--- src/rtl/wc_pkg.sv ---
// Shared types and fixed register offsets of the wide write collector.
// Assumes page offsets fit in the page-index width chosen at the top.
package wc_pkg;

    localparam int unsigned OFS_EVQ_PTR  = 'h400;
    localparam int unsigned OFS_TMR_CMD  = 'h420;
    localparam int unsigned OFS_RX_DESC  = 'h830;
    localparam int unsigned OFS_TX_DESC  = 'hA10;
    localparam int unsigned DWORDS       = 4;
    localparam int unsigned LANE_W       = $clog2(DWORDS);

    typedef enum logic [1:0] {
        KIND_NARROW = 2'd0,
        KIND_CSR    = 2'd1,
        KIND_SRAM   = 2'd2
    } wc_kind_e;

    typedef enum logic [1:0] {
        CLS_NARROW = 2'd0,
        CLS_CSR    = 2'd1,
        CLS_DESC   = 2'd2,
        CLS_SRAM   = 2'd3
    } wc_cls_e;

endpackage

--- src/rtl/wc_decode.sv ---
// Address classifier: sorts a dword write into narrow, plain wide,
// descriptor or SRAM, and gives the wide-word base and dword lane.
// Assumes SRAM_SEL_BIT lies above the page-offset bits.
module wc_decode
    import wc_pkg::*;
#(
    parameter int AW           = 24,
    parameter int PAGE_BYTES   = 8192,
    parameter int SRAM_SEL_BIT = 23
) (
    input  logic [AW-1:0]     addr,
    output wc_cls_e           cls,
    output logic [AW-1:0]     base,
    output logic [LANE_W-1:0] lane,
    output logic              tmr_page0
);
    localparam int PB = $clog2(PAGE_BYTES);

    logic [PB-1:0] ofs;
    logic [PB-1:0] wide_ofs;
    logic          in_sram;

    assign ofs      = addr[PB-1:0];
    assign wide_ofs = {ofs[PB-1:4], 4'b0000};
    assign in_sram  = addr[SRAM_SEL_BIT];

    // Classify the address and derive base and lane.
    always_comb begin
        if (in_sram) begin
            cls  = CLS_SRAM;
            base = {addr[AW-1:3], 3'b000};
            lane = {1'b0, addr[2]};
        end else if (ofs == PB'(OFS_EVQ_PTR) || ofs == PB'(OFS_TMR_CMD)) begin
            cls  = CLS_NARROW;
            base = {addr[AW-1:2], 2'b00};
            lane = '0;
        end else begin
            base = {addr[AW-1:4], 4'b0000};
            lane = addr[3:2];
            if (wide_ofs == PB'(OFS_RX_DESC) || wide_ofs == PB'(OFS_TX_DESC))
                cls = CLS_DESC;
            else
                cls = CLS_CSR;
        end
    end

    // Timer command on the first page triggers the legacy wipe.
    assign tmr_page0 = !in_sram && (ofs == PB'(OFS_TMR_CMD)) && (addr[AW-1:PB] == '0);

endmodule

--- src/rtl/wc_collector.sv ---
// Holding register with one valid bit per dword and a base-address tag.
// Decides per accepted write whether to store, drop or commit, and
// presents the commit request combinationally to the output stage.
module wc_collector
    import wc_pkg::*;
#(
    parameter int AW        = 24,
    parameter bit TMR_QUIRK = 1'b1
) (
    input  logic              clk,
    input  logic              rst_n,
    input  logic              acc,
    input  wc_cls_e           cls,
    input  logic [AW-1:0]     base,
    input  logic [LANE_W-1:0] lane,
    input  logic              tmr_page0,
    input  logic [31:0]       wdata,
    output logic              commit_req,
    output logic [AW-1:0]     commit_addr,
    output logic [127:0]      commit_data,
    output wc_kind_e          commit_kind,
    output logic [DWORDS-1:0] coll_valid
);
    logic [DWORDS-1:0] valid_q, nxt_valid, mv, need, lane_we, lane_bit;
    logic [AW-1:0]     tag_q, nxt_tag;
    logic [31:0]       lane_q [DWORDS];
    logic [31:0]       merged [DWORDS];
    logic              same, do_store;

    assign lane_bit   = DWORDS'(1) << lane;
    assign same       = (|valid_q) && (tag_q == base);
    assign need       = (cls == CLS_SRAM) ? DWORDS'(3) : '1;
    assign mv         = (same ? valid_q : '0) | lane_bit;
    assign coll_valid = valid_q;

    // Per-lane storage: one dword register per lane.
    for (genvar k = 0; k < DWORDS; k++) begin : g_lane
        always_ff @(posedge clk) begin
            if (lane_we[k]) lane_q[k] <= wdata;
        end
        // Lane view as it would be after this write.
        assign merged[k] = lane_bit[k] ? wdata :
                           ((same && valid_q[k]) ? lane_q[k] : 32'h0);
    end

    // Store, drop or commit decision for the write this cycle.
    always_comb begin
        nxt_valid   = valid_q;
        nxt_tag     = tag_q;
        lane_we     = '0;
        do_store    = 1'b0;
        commit_req  = 1'b0;
        commit_addr = base;
        commit_kind = KIND_CSR;
        commit_data = '0;
        if (acc) begin
            unique case (cls)
                CLS_NARROW: begin
                    commit_req  = 1'b1;
                    commit_kind = KIND_NARROW;
                    commit_data = {96'b0, wdata};
                    if (TMR_QUIRK && tmr_page0) nxt_valid = '0;
                end
                CLS_DESC: begin
                    if (lane == LANE_W'(DWORDS - 1)) begin
                        commit_req = 1'b1;
                        if (same && (&valid_q[DWORDS-2:0]))
                            commit_data = {wdata, merged[2], merged[1], merged[0]};
                        else
                            commit_data = {wdata, 96'b0};
                        nxt_valid = '0;
                    end else if (!((|valid_q) && !same)) begin
                        do_store = 1'b1;
                    end
                end
                default: do_store = 1'b1;
            endcase
        end
        if (do_store) begin
            lane_we = lane_bit;
            nxt_tag = base;
            if ((mv & need) == need) begin
                commit_req = 1'b1;
                nxt_valid  = '0;
                if (cls == CLS_SRAM) begin
                    commit_kind = KIND_SRAM;
                    commit_data = {64'b0, merged[1], merged[0]};
                end else begin
                    commit_data = {merged[3], merged[2], merged[1], merged[0]};
                end
            end else begin
                nxt_valid = mv;
            end
        end
    end

    // Valid bits and tag update, emptied by reset.
    always_ff @(posedge clk) begin
        if (!rst_n) begin
            valid_q <= '0;
            tag_q   <= '0;
        end else begin
            valid_q <= nxt_valid;
            tag_q   <= nxt_tag;
        end
    end

endmodule

--- src/rtl/wc_commit_reg.sv ---
// Output stage: registers the commit request into a one-cycle strobe
// with address, data and kind held until the next commit.
module wc_commit_reg
    import wc_pkg::*;
#(
    parameter int AW = 24
) (
    input  logic          clk,
    input  logic          rst_n,
    input  logic          req,
    input  logic [AW-1:0] req_addr,
    input  logic [127:0]  req_data,
    input  wc_kind_e      req_kind,
    output logic          strobe,
    output logic [AW-1:0] addr,
    output logic [127:0]  data,
    output logic [1:0]    kind
);
    // Capture a commit request and pulse the strobe for one cycle.
    always_ff @(posedge clk) begin
        if (!rst_n) begin
            strobe <= 1'b0;
            addr   <= '0;
            data   <= '0;
            kind   <= '0;
        end else begin
            strobe <= req;
            if (req) begin
                addr <= req_addr;
                data <= req_data;
                kind <= req_kind;
            end
        end
    end

endmodule

--- src/rtl/wide_write_collector.sv ---
// Top of the wide write collector: decode, holding register and
// commit stage. Assumes one dword write per cycle and an always-ready
// storage side.
module wide_write_collector
    import wc_pkg::*;
#(
    parameter int AW           = 24,
    parameter int PAGE_BYTES   = 8192,
    parameter int SRAM_SEL_BIT = 23,
    parameter bit TMR_QUIRK    = 1'b1
) (
    input  logic          clk,
    input  logic          rst_n,
    input  logic          wr_valid,
    input  logic [AW-1:0] wr_addr,
    input  logic [31:0]   wr_data,
    output logic          cm_strobe,
    output logic [AW-1:0] cm_addr,
    output logic [127:0]  cm_data,
    output logic [1:0]    cm_kind
);
    wc_cls_e           cls;
    logic [AW-1:0]     base;
    logic [LANE_W-1:0] lane;
    logic              tmr_page0;
    logic              req;
    logic [AW-1:0]     req_addr;
    logic [127:0]      req_data;
    wc_kind_e          req_kind;
    logic [DWORDS-1:0] coll_valid;

    wc_decode #(
        .AW(AW), .PAGE_BYTES(PAGE_BYTES), .SRAM_SEL_BIT(SRAM_SEL_BIT)
    ) u_decode (
        .addr(wr_addr), .cls(cls), .base(base), .lane(lane), .tmr_page0(tmr_page0)
    );

    wc_collector #(
        .AW(AW), .TMR_QUIRK(TMR_QUIRK)
    ) u_coll (
        .clk(clk), .rst_n(rst_n), .acc(wr_valid), .cls(cls), .base(base),
        .lane(lane), .tmr_page0(tmr_page0), .wdata(wr_data),
        .commit_req(req), .commit_addr(req_addr), .commit_data(req_data),
        .commit_kind(req_kind), .coll_valid(coll_valid)
    );

    wc_commit_reg #(
        .AW(AW)
    ) u_commit (
        .clk(clk), .rst_n(rst_n), .req(req), .req_addr(req_addr),
        .req_data(req_data), .req_kind(req_kind), .strobe(cm_strobe),
        .addr(cm_addr), .data(cm_data), .kind(cm_kind)
    );

endmodule

--- config.mk ---
export PLATFORM = sky130hd
export DESIGN_NAME = wide_write_collector
export DESIGN_NICKNAME = d
export VERILOG_FILES = /design/src/rtl/wc_pkg.sv /design/src/rtl/wc_decode.sv /design/src/rtl/wc_collector.sv /design/src/rtl/wc_commit_reg.sv /design/src/rtl/wide_write_collector.sv
export SDC_FILE = /design/constraint.sdc
export NUM_CORES = 1
export LEC_CHECK = 0
export BUFFER_PORTS_ARGS = -buffer_cell sky130_fd_sc_hd__buf_2
export CAP_MARGIN = 20
export CORE_UTILIZATION = 25
export DETAILED_ROUTE_END_ITERATION = 8
export GPL_ROUTABILITY_DRIVEN = 0
export GPL_TIMING_DRIVEN = 0
export SLEW_MARGIN = 25
export SYNTH_ARGS = -nofsm -noshare
export SYNTH_HDL_FRONTEND = slang
export SYNTH_SLANG_ARGS = --single-unit
--- constraint.sdc ---
create_clock -name clk -period 5.9 [get_ports clk]
set_clock_uncertainty 0.15 [all_clocks]
set_input_delay 1.475 -clock clk [delete_from_list [all_inputs] [get_ports clk]]
set_output_delay 1.475 -clock clk [all_outputs]
set_load 0.02 [all_outputs]
==> reports/results.ini <==
[timing]
final.min_clock_period_ns = 4.71
fin_setup_tns_ns = 0
hold_viol = 0
final.setup.worst_slack_ns = 1.19
rsz0062_at_grt = false
maxSlewHeadroom = 0.336
slew_violations = 0
tightest_slew_ns = 0.987
fmax_mhz = 212
period_share = 0.799
finalSetupViolCount = 0

[detailed_routing]
wl_met1_mm = 18.5
routed.top_layer = met5
drt_wl_total_mm = 41.9
drtPass1Iterations = 5
antenna_left = 0
viasPerCell = 4.84
met2_length_mm = 19.6
drc = 0
num_vias = 9818
wl_met3_mm = 2.87
wl_per_cell_microns = 20.7
drt_iter0_markers = 607

[pwr]
p_int_mw = 3.60
pwr-share-comb = 0.058
netSwitchingPower_mw = 1.11
clkPwrFrac = 0.452
ir_drop_uv = 161
p_leak_nw = 6.14
power_frac_seq = 0.490
power.density_mw_per_mm2 = 302
power.total_mw = 4.71
swShare = 0.236

[yosys]
synth_xor_area_frac = 0.0148
async_reset_ff_frac = 0
synth_top_family_by_area = compound AO/OA/AOI/OAI gates
synth_seq_area_share = 0.598
yosysTopAreaCellShare = 0.309
synth_area_per_cell_sq_um = 11.5
yosys_warnings = 0
synth-adder-area-share = 0
ys_seq_elements = 307
ys_top_cells_by_area = edfxtp_1 31%, dfxtp_1 29%, a22oi_1 4.0%
synth_compound_area_frac = 0.227
yosysMostFrequentCell = dfxtp_1
synth-simple-area-share = 0.0846
yosys-top-cells-count = 179 x dfxtp_1, 128 x edfxtp_1, 115 x nand2_1
yosysUniqueCellTypes = 55
synthCells = 1080
ys.flop_type = dfxtp_1
synth_edf_count = 128
synthesis.area_sq_mm = 0.0124
synth_top_cell_by_area = edfxtp_1
synth.area.mux_share = 0.0396

[die]
initial_core_util = 0.254
die_y_microns = 225
core-area_sq_mm = 0.0490
io_pins = 214
row_count = 81
dieArea_sq_mm = 0.0506
die_w_microns = 225

[cells_and_area]
nets = 1394
n_antenna_cell = 0
synthToLayoutAreaGrowth_pct = 25.6
drive_gt1_frac = 0.243
stdcell_count = 2028
final_area_sq_mm = 0.0156
fillerInstances = 4996

[clock_tree]
clk_pin_slew_ns = 0.06
htreeDepth = 2
postCtsSetupBuffers = 0
insertion_delay_ns = 0.54
clockBufferDepth = 3
cts_hold_buf = 0
cts_tree = built
cts_resized = 0
cts_made_buffers = 37
cts_sinks = 307
cts-root-buf = clkbuf_16

[outcome]
status = complete, no violations

[global_routing]
antenna_found_initial = 1
grt_start_max_net_pins = 21
track_usage = 0.165
grt_pass1_wl_mm = 62.3
overflow = 0
grt_pass1_vias = 9627

[setup_path]
r2r_slack_ns = 1.98
critPathLaunchType = input pin
worstSetupPathType = in2reg
cp_max_fo = 19
crit_arrival_ns = 4.80
required_ns = 5.98
cp-end-kind = register

[min_path]
holdCritPathClass = reg2reg

[run]
cap_violations = 0

[placed_design]
hpwlAfterDp_mm = 30.3
dp_cells = 1960
port_buffers = 209
placed_area_sq_mm = 0.0145
post-place-ws_ns = 0.678

==> worst max-delay path, stage by stage <==
cell and delay, ns:
buf_2 0.14, xor2_1 0.17, nor4_2 0.33, nand3_1 0.16, nor4_2 0.76, o21ai_1 0.14
buf_2 0.24, buf_1 0.42, nor2_4 0.67, buf_16 0.25
==> path summary, 6_finish.rpt <==
kind	from	to	cells past startpoint
max reg2reg	u_coll.tag_q[12]	u_coll.lane_q[1][15]	9
min reg2reg	u_commit.addr[14]	u_commit.addr[14]	2
max	wr_addr[12]	u_coll.lane_q[1][15]	10
min	u_commit.addr[14]	u_commit.addr[14]	2
==> power by group through the flow <==
stage	combinational, mW	sequential (mW)	clock [mW]
2_1_floorplan	0.138	2.35	0
3_3_place_gp	0.252	2.35	0
3_5_place_dp	0.271	2.35	0
4_1_cts	0.272	2.31	2.19
5_1_grt	0.293	2.31	2.27
6_report	0.271	2.31	2.13
==> state kept, by name (all words and copies together) (netlist names) <==
register and cells:
u_coll.lane_q 128, u_commit.data 128, u_coll.tag_q 22, u_commit.addr 22, u_coll.coll_valid 4, u_commit.kind 2, u_commit.strobe 1
==> per-layer routing <==
layer,track usage,up-vias
met5,0,-
met4,0.0448,2
met3,0.0412,57
met2,0.268,308
met1,0.216,4863
li1,-,4588
==> stage by stage <==
step	utilization	hold slack (ns)
floorplan	-	0.290
global placement	0.292	0.289
detailed placement	0.295	0.292
CTS	0.319	0.301
global route	0.319	0.314
finish	0.319	0.298
==> logic make-up after synthesis <==
group                     Yosys count
muxes                              49
AOI/OAI and AO/OA                 369
xor gates and xnor gates           21
other                               1
buffers and inverters             105
DFF                               307
and+or+nand+nor                   228
==> placed cells by master (no fill, tap or decap), drive strengths merged, types with 2 or more instances in the layout <==
| cell type | count |
|---|---|
| buf | 235 |
| dfxtp | 179 |
| clkbuf | 129 |
| edfxtp | 128 |
| nand2 | 115 |
| a22oi | 67 |
| o2bb2ai | 64 |
| a21oi | 59 |
| mux2i | 48 |
| nand3 | 40 |
| o21ai | 39 |
| a31oi | 34 |
| a21o | 33 |
| o22ai | 32 |
| o211a | 29 |
| nor2 | 29 |
| xnor2 | 14 |
| clkinv | 13 |
| xor2 | 7 |
| and3 | 7 |
| inv | 7 |
| nor4 | 7 |
| nand2b | 6 |
| nor3 | 6 |
| nand4 | 4 |
| and2 | 4 |
| clkinvlp | 4 |
| o31ai | 3 |
| or4 | 2 |
| conb | 2 |
==> area by class of cell <==
type | instances | area, sq um | share of cell area
multi-input cells | 669 | 4590 | 0.294
plain buffers | 99 | 419 | 0.0269
well taps | 664 | 831 | 0.0533
flip-flops and latches | 307 | 7430 | 0.476
clock buffers | 50 | 1030 | 0.0659
clock inverters | 18 | 106 | 0.00682
inverters | 6 | 22.5 | 0.00144
repair buffers | 215 | 1170 | 0.0753
Note: power is estimated with default switching activity, not from simulation.
